File: src/rtl/spi_ee_pkg.sv
package spi_ee_pkg;
  typedef enum logic [2:0] {
    PH_CMD,
    PH_ADDR,
    PH_WDATA,
    PH_SDATA,
    PH_OUT,
    PH_SKIP
  } phase_t;

  localparam logic [7:0] CMD_SET_WEL = 8'h06;
  localparam logic [7:0] CMD_CLR_WEL = 8'h04;
  localparam logic [7:0] CMD_STATUS  = 8'h05;
  localparam logic [7:0] CMD_SET_BP  = 8'h01;
  localparam logic [2:0] CMD_RD_TAIL = 3'b011;
  localparam logic [2:0] CMD_WR_TAIL = 3'b010;
endpackage

File: src/rtl/spi_ee_edges.sv
module spi_ee_edges (
  input  logic clk,
  input  logic rst,
  input  logic cs_n,
  input  logic sck,
  output logic sck_fall,
  output logic sck_rise,
  output logic cs_rise
);
  logic sck_q, cs_q;

  always_ff @(posedge clk) begin
    if (rst) begin
      sck_q <= 1'b1;
      cs_q  <= 1'b1;
    end else begin
      sck_q <= sck;
      cs_q  <= cs_n;
    end
  end

  assign sck_fall = sck_q & ~sck & ~cs_n;
  assign sck_rise = ~sck_q & sck & ~cs_n;
  assign cs_rise  = cs_n & ~cs_q;
endmodule

File: src/rtl/spi_ee_array.sv
module spi_ee_array #(
  parameter int AW = 9,
  parameter int DW = 8
) (
  input  logic          clk,
  input  logic          we,
  input  logic [AW-1:0] waddr,
  input  logic [DW-1:0] wdata,
  input  logic [AW-1:0] raddr,
  output logic [DW-1:0] rdata
);
  localparam int DEPTH = 1 << AW;
  logic [DW-1:0] mem [DEPTH];

  always_ff @(posedge clk) begin
    if (we) mem[waddr] <= wdata;
    rdata <= mem[raddr];
  end
endmodule

File: src/rtl/spi_ee_timer.sv
module spi_ee_timer #(
  parameter int PROG_CYCLES = 1000,
  parameter int SLOTS       = 4
) (
  input  logic                     clk,
  input  logic                     rst,
  input  logic                     start,
  output logic                     busy,
  output logic                     slot_valid,
  output logic [$clog2(SLOTS)-1:0] slot,
  output logic                     done
);
  localparam int CW     = $clog2(PROG_CYCLES + SLOTS + 1);
  localparam int SLOT_W = $clog2(SLOTS);
  localparam logic [CW-1:0] TOTAL = CW'(PROG_CYCLES + SLOTS);
  localparam logic [CW-1:0] NSLOT = CW'(SLOTS);

  logic [CW-1:0] cnt;
  logic [CW-1:0] slot_full;

  always_ff @(posedge clk) begin
    if (rst)                cnt <= '0;
    else if (start && !busy) cnt <= TOTAL;
    else if (cnt != '0)     cnt <= cnt - 1'b1;
  end

  assign busy       = (cnt != '0);
  assign slot_valid = busy && (cnt <= NSLOT);
  assign slot_full  = NSLOT - cnt;
  assign slot       = slot_full[SLOT_W-1:0];
  assign done       = (cnt == CW'(1));
endmodule

File: src/rtl/spi_eeprom_engine.sv
module spi_eeprom_engine #(
  parameter int ADDR_W      = 9,
  parameter int PAGE_BYTES  = 4,
  parameter int PROG_CYCLES = 1000
) (
  input  logic                         clk,
  input  logic                         rst,
  input  logic                         cs_n,
  input  logic                         sck,
  input  logic                         si,
  input  logic                         wr_block,
  output logic                         so,
  output logic                         so_oe,
  output logic                         busy,
  output logic [1:0]                   bp_level,
  output logic [ADDR_W-$clog2(PAGE_BYTES)-1:0] wr_page
);
  import spi_ee_pkg::*;

  localparam int OFS_W = $clog2(PAGE_BYTES);

  logic sck_fall, sck_rise, cs_rise;
  phase_t phase;
  logic [2:0] bitcnt;
  logic [6:0] shreg;
  logic [7:0] byte_in, cur_byte, ram_q;
  logic byte_done, is_read, stat_rd, a_hi, armed, wel, prog_sr, start;
  logic [ADDR_W-1:0] addr;
  logic [1:0] sr_new;
  logic [7:0] wbuf [PAGE_BYTES];
  logic [PAGE_BYTES-1:0] wmask;
  logic slot_valid, done, ram_we;
  logic [OFS_W-1:0] slot;

  spi_ee_edges u_edges (
    .clk(clk), .rst(rst), .cs_n(cs_n), .sck(sck),
    .sck_fall(sck_fall), .sck_rise(sck_rise), .cs_rise(cs_rise)
  );

  spi_ee_timer #(.PROG_CYCLES(PROG_CYCLES), .SLOTS(PAGE_BYTES)) u_timer (
    .clk(clk), .rst(rst), .start(start), .busy(busy),
    .slot_valid(slot_valid), .slot(slot), .done(done)
  );

  assign ram_we = slot_valid && !prog_sr && wmask[slot];

  spi_ee_array #(.AW(ADDR_W), .DW(8)) u_array (
    .clk(clk), .we(ram_we), .waddr({addr[ADDR_W-1:OFS_W], slot}),
    .wdata(wbuf[slot]), .raddr(addr), .rdata(ram_q)
  );

  assign byte_in   = {shreg, si};
  assign byte_done = sck_fall && (bitcnt == 3'd7);
  assign cur_byte  = stat_rd ? {4'b0000, bp_level, wel, busy} : ram_q;
  assign start     = cs_rise && armed && !busy && !wr_block &&
                     ((phase == PH_WDATA) || (phase == PH_SDATA));
  assign wr_page   = addr[ADDR_W-1:OFS_W];

  always_ff @(posedge clk) begin
    if (rst) begin
      phase    <= PH_CMD;
      bitcnt   <= '0;
      shreg    <= '0;
      is_read  <= 1'b0;
      stat_rd  <= 1'b0;
      a_hi     <= 1'b0;
      armed    <= 1'b0;
      wel      <= 1'b0;
      prog_sr  <= 1'b0;
      addr     <= '0;
      sr_new   <= '0;
      wmask    <= '0;
      bp_level <= '0;
      so       <= 1'b0;
      so_oe    <= 1'b0;
    end else begin
      if (start) begin
        wel     <= 1'b0;
        prog_sr <= (phase == PH_SDATA);
      end
      if (done && prog_sr) bp_level <= sr_new;
      if (cs_n) begin
        phase  <= PH_CMD;
        bitcnt <= '0;
        armed  <= 1'b0;
        so_oe  <= 1'b0;
      end else begin
        if (sck_fall) begin
          bitcnt <= bitcnt + 3'd1;
          shreg  <= byte_in[6:0];
          armed  <= 1'b0;
        end
        if (byte_done) begin
          case (phase)
            PH_CMD: begin
              phase <= PH_SKIP;
              if (byte_in == CMD_STATUS) begin
                phase   <= PH_OUT;
                stat_rd <= 1'b1;
              end else if (!busy) begin
                if (byte_in == CMD_SET_WEL) wel <= 1'b1;
                if (byte_in == CMD_CLR_WEL) wel <= 1'b0;
                if (byte_in == CMD_SET_BP && wel) phase <= PH_SDATA;
                if (byte_in[7:4] == 4'h0 && byte_in[2:0] == CMD_RD_TAIL) begin
                  phase   <= PH_ADDR;
                  is_read <= 1'b1;
                  a_hi    <= byte_in[3];
                end
                if (byte_in[7:4] == 4'h0 && byte_in[2:0] == CMD_WR_TAIL && wel) begin
                  phase   <= PH_ADDR;
                  is_read <= 1'b0;
                  a_hi    <= byte_in[3];
                end
              end
            end
            PH_ADDR: begin
              addr  <= ADDR_W'({a_hi, byte_in});
              wmask <= '0;
              if (is_read) begin
                phase   <= PH_OUT;
                stat_rd <= 1'b0;
              end else begin
                phase <= PH_WDATA;
              end
            end
            PH_WDATA: begin
              wmask[addr[OFS_W-1:0]] <= 1'b1;
              addr[OFS_W-1:0]        <= addr[OFS_W-1:0] + 1'b1;
              armed                  <= 1'b1;
            end
            PH_SDATA: begin
              sr_new <= byte_in[3:2];
              armed  <= 1'b1;
            end
            PH_OUT: if (!stat_rd) addr <= addr + 1'b1;
            default: ;
          endcase
        end
        if (sck_rise && phase == PH_OUT) begin
          so_oe <= 1'b1;
          so    <= cur_byte[3'd7 - bitcnt];
        end
      end
    end
  end

  always_ff @(posedge clk) begin
    if (!cs_n && byte_done && phase == PH_WDATA) wbuf[addr[OFS_W-1:0]] <= byte_in;
  end

  // output released once chip select is high
  a_r13_oe_off_deselected: assert property (@(posedge clk) disable iff (rst)
    cs_n |=> !so_oe);
  // output bit moves only after a rising serial-clock edge
  a_r2_so_after_rise: assert property (@(posedge clk) disable iff (rst)
    (so_oe && $past(so_oe) && !$stable(so)) |-> $past(sck_rise));
  // programming begins only as chip select goes high
  a_r6_prog_on_deselect: assert property (@(posedge clk) disable iff (rst)
    $rose(busy) |-> $past(cs_n));
  // latch reads clear once programming runs
  a_r8_wel_clear_on_start: assert property (@(posedge clk) disable iff (rst)
    $rose(busy) |-> !wel);
  // latch cannot be set while busy
  a_r9_no_wel_while_busy: assert property (@(posedge clk) disable iff (rst)
    busy |=> !$rose(wel));
endmodule

File: config.mk
export PLATFORM = sky130hd
export DESIGN_NAME = spi_eeprom_engine
export DESIGN_NICKNAME = d
export VERILOG_FILES = /design/src/rtl/spi_ee_pkg.sv /design/src/rtl/spi_ee_edges.sv /design/src/rtl/spi_ee_array.sv /design/src/rtl/spi_ee_timer.sv /design/src/rtl/spi_eeprom_engine.sv
export SDC_FILE = /design/constraint.sdc
export NUM_CORES = 2
export LEC_CHECK = 0
export BUFFER_PORTS_ARGS = -buffer_cell sky130_fd_sc_hd__buf_2
export CORE_ASPECT_RATIO = 1.5
export CORE_MARGIN = 2
export CORE_UTILIZATION = 57
export DETAILED_ROUTE_END_ITERATION = 8
export PLACE_DENSITY_LB_ADDON = 0.15
export SLEW_MARGIN = 15
export SYNTH_ARGS = -nofsm -noshare
export SYNTH_HDL_FRONTEND = slang
export SYNTH_MEMORY_MAX_BITS = 65536
export SYNTH_SLANG_ARGS = --single-unit
File: constraint.sdc
create_clock -name clk -period 6.6 [get_ports clk]
set_clock_uncertainty 0.2 [all_clocks]
set_input_delay 1.98 -clock clk [delete_from_list [all_inputs] [get_ports clk]]
set_output_delay 1.98 -clock clk [all_outputs]
set_load 0.01 [all_outputs]
==> impl_metrics.yaml <==
outcome:
  status: "finished, final reports clean"
worst_setup_path:
  critPathArrivalTime_ps: 3180
  critPathKind: "flip-flop to output pin"
  end_kind: "output pin"
  start_kind: "flip-flop"
  critPathRequiredTime_ps: 4420
  cp_max_fo: 15
clocking:
  post-cts-setup-buffers: 0
  cts-root-buf: "clkbuf_16"
  clk_path_buf_depth: 4
  cts_sinks: 4186
  cts_hold_buf: 0
  cts_resized: 0
  numCtsBuffers: 374
  cts_max_level: 5
  cts.clk_slew.worst_paths_ps: 70
  insertion_delay_ps: 930
  cts_tree: "yes"
sta:
  fmax_ghz: 0.186
  finalSetupTns_ps: 0
  slew_headroom_pct: 6.34
  setup_violations: 0
  final.min_clock_period_ps: 5360
  setup_ws_ps: 1240
  hold_viol: 0
  worst_pin_slew_ps: 1400
  period_share_pct: 81.3
  drv_slew: 0
  rsz0062_at_grt: "false"
cells_and_area:
  fin_area_um2: 180000
  nets: 8064
  final_cell_mix: "4128 x edfxtp_1, 860 x mux4_2, 603 x nor2_1"
  drive_gt1_share_pct: 21.3
  utilization_pct: 63.3
  syn_to_final_growth_pct: 10.7
  mostFrequentLayoutCell: "edfxtp_1"
synth:
  syn_area_um2: 162000
  synthMuxAreaShare_pct: 14.6
  syn_nets: 7940
  syn_avg_cell_area_um2: 20.5
  synth_xor_area_share_pct: 0.0324
  ys.flop_type: "edfxtp_1"
  synth_compound_area_share_pct: 3.00
  synth_enable_flop_cells: 4128
  synth_top_family_by_area: "multiplexers"
  synth_cell_types: 80
  yosys.area_share.simple_pct: 3.51
  yosysTopAreaCellShare_pct: 76.4
  syn_inst: 7923
  synth_fa_ha_area_share_pct: 0.0848
  synth-seq-cells: 4186
  synth_top_cell_by_area: "edfxtp_1"
  ys_top_cells_by_area: "edfxtp_1 76%, mux4_2 12%, mux2i_1 2.5%"
  ys_seq_area_share_pct: 77.1
  async_flop_share_pct: 0
  synth-warning-count: 0
min_path:
  hold_class: "flip-flop to flip-flop"
placed_design:
  post-place-ws_ps: 1550
  io_buffers: 17
  placed_cell_area_um2: 167000
  routabilityCongestion: 0.963
  place_hpwl_um: 301000
die:
  start_util_pct: 57.1
  die_height_um: 658
  die_x_um: 440
  rows: 240
  die_area_um2: 289000
  io_pins: 18
  placeableCoreArea_um2: 284000
global_route:
  antenna_found_initial: 20
  grt-ovfl-total: 0
  grt_max_degree: 170
  grt_pass1_wl_um: 660000
  grt.total_usage_pct: 33.0
  grt_pass1_vias: 84300
run:
  maxCapViolCount: 0
detailed_routing:
  num_vias: 83800
  vias_per_cell: 6.91
  drt_pass1_iterations: 7
  routed_wl_um: 475000
  drc_errors: 0
  drt_iter0_markers: 11300
  post_drt_wl_per_cell_um: 39.2
  antenna_left: 0
power:
  p_leak_nw: 52.8
  power_density_nw_per_um2: 306
  ir_worst_vdd_mv: 0.342
## per-stage QoR
step                      hold WS (ps)  power, mW  instances
after floorplan                    235       32.0       7923
after global placement             249       33.1      11400
after detailed placement           255       33.2      11400
after CTS                          278       55.0      12100
after global routing               299       56.1      12100
final                              284       55.0      12100
## sequential cells by signal, indices dropped and copies added (netlist names), 2 cells and up
register,flops
shreg,7
u_timer.cnt,10
sr_new,2
bitcnt,3
u_array.rdata,8
u_array.mem,4096
addr,9
bp_level,2
wbuf,32
wmask,4
phase,3
## Yosys cell counts (all sizes together), types with 49 or more instances
master,count
edfxtp,4128
mux4,868
nor2,613
mux2i,401
buf,288
clkbuf,216
nand2,166
a22oi,141
nand3,121
o22ai,121
nand4,107
a221oi,86
a31oi,69
a21oi,63
dfxtp,58
o21ai,51
nor3,49
## final cells by class
class                      count  area [µm²]
antenna                       17        42.5
clock buffer                 458        9920
clock inverter               216        2420
fill                       19300      104000
inverter                      10        40.0
multi-input combinational   3223       34900
sequential                  4186      125000
tap                         3751        4690
timing repair buffer         252        2540
## report_power, final
group / total [mW] / switching [mW] / internal [mW]
Sequential: 30.2 / 0.0267 / 30.2
Combinational: 2.42 / 2.13 / 0.288
Clock: 22.4 / 9.70 / 12.7
## final timing paths
check / to / start / slack (ps) / cells past startpoint
min reg2reg: wmask[1]$_SDFFE_PP0P_ / wmask[1]$_SDFFE_PP0P_ / 280 / 1
max: busy / u_timer.cnt[0]$_SDFFE_PP0P_ / 1240 / 6
max reg2reg: u_array.mem[23][6]$_DFFE_PP_ / u_timer.cnt[0]$_SDFFE_PP0P_ / 1410 / 10
min: wmask[1]$_SDFFE_PP0P_ / wmask[1]$_SDFFE_PP0P_ / 280 / 1
## critical path, stage by stage (launching register included)
cell and delay (ps):
dfxtp_1 300, buf_4 200, inv_1 130, ha_1 640
and2_1 520, inv_2 260, buf_2 210
## cell families (layout without fill, tap and decap cells)
kind of cell	after synthesis	in the layout
xor gates and xnor gates	6	6
muxes	1285	1285
other	0	17
and+or+nand+nor	1237	1237
DFF	4186	4186
AOI/OAI and AO/OA	684	684
adders and majority gates	11	11
buffers and inverters	514	936
## layer usage
metal  share of wire [%]  vias up  routed length, µm  global-route usage [%]
met5               0.014        -                 67                       0
met4                 8.4       12              40100                    23.0
met3                 8.8     1207              42000                    6.56
met2                  50     5095             236000                    53.8
met1                  33    44200             157000                    39.7
li1                    -    33200                  -                       -
Power figures use the tool's default switching activity.
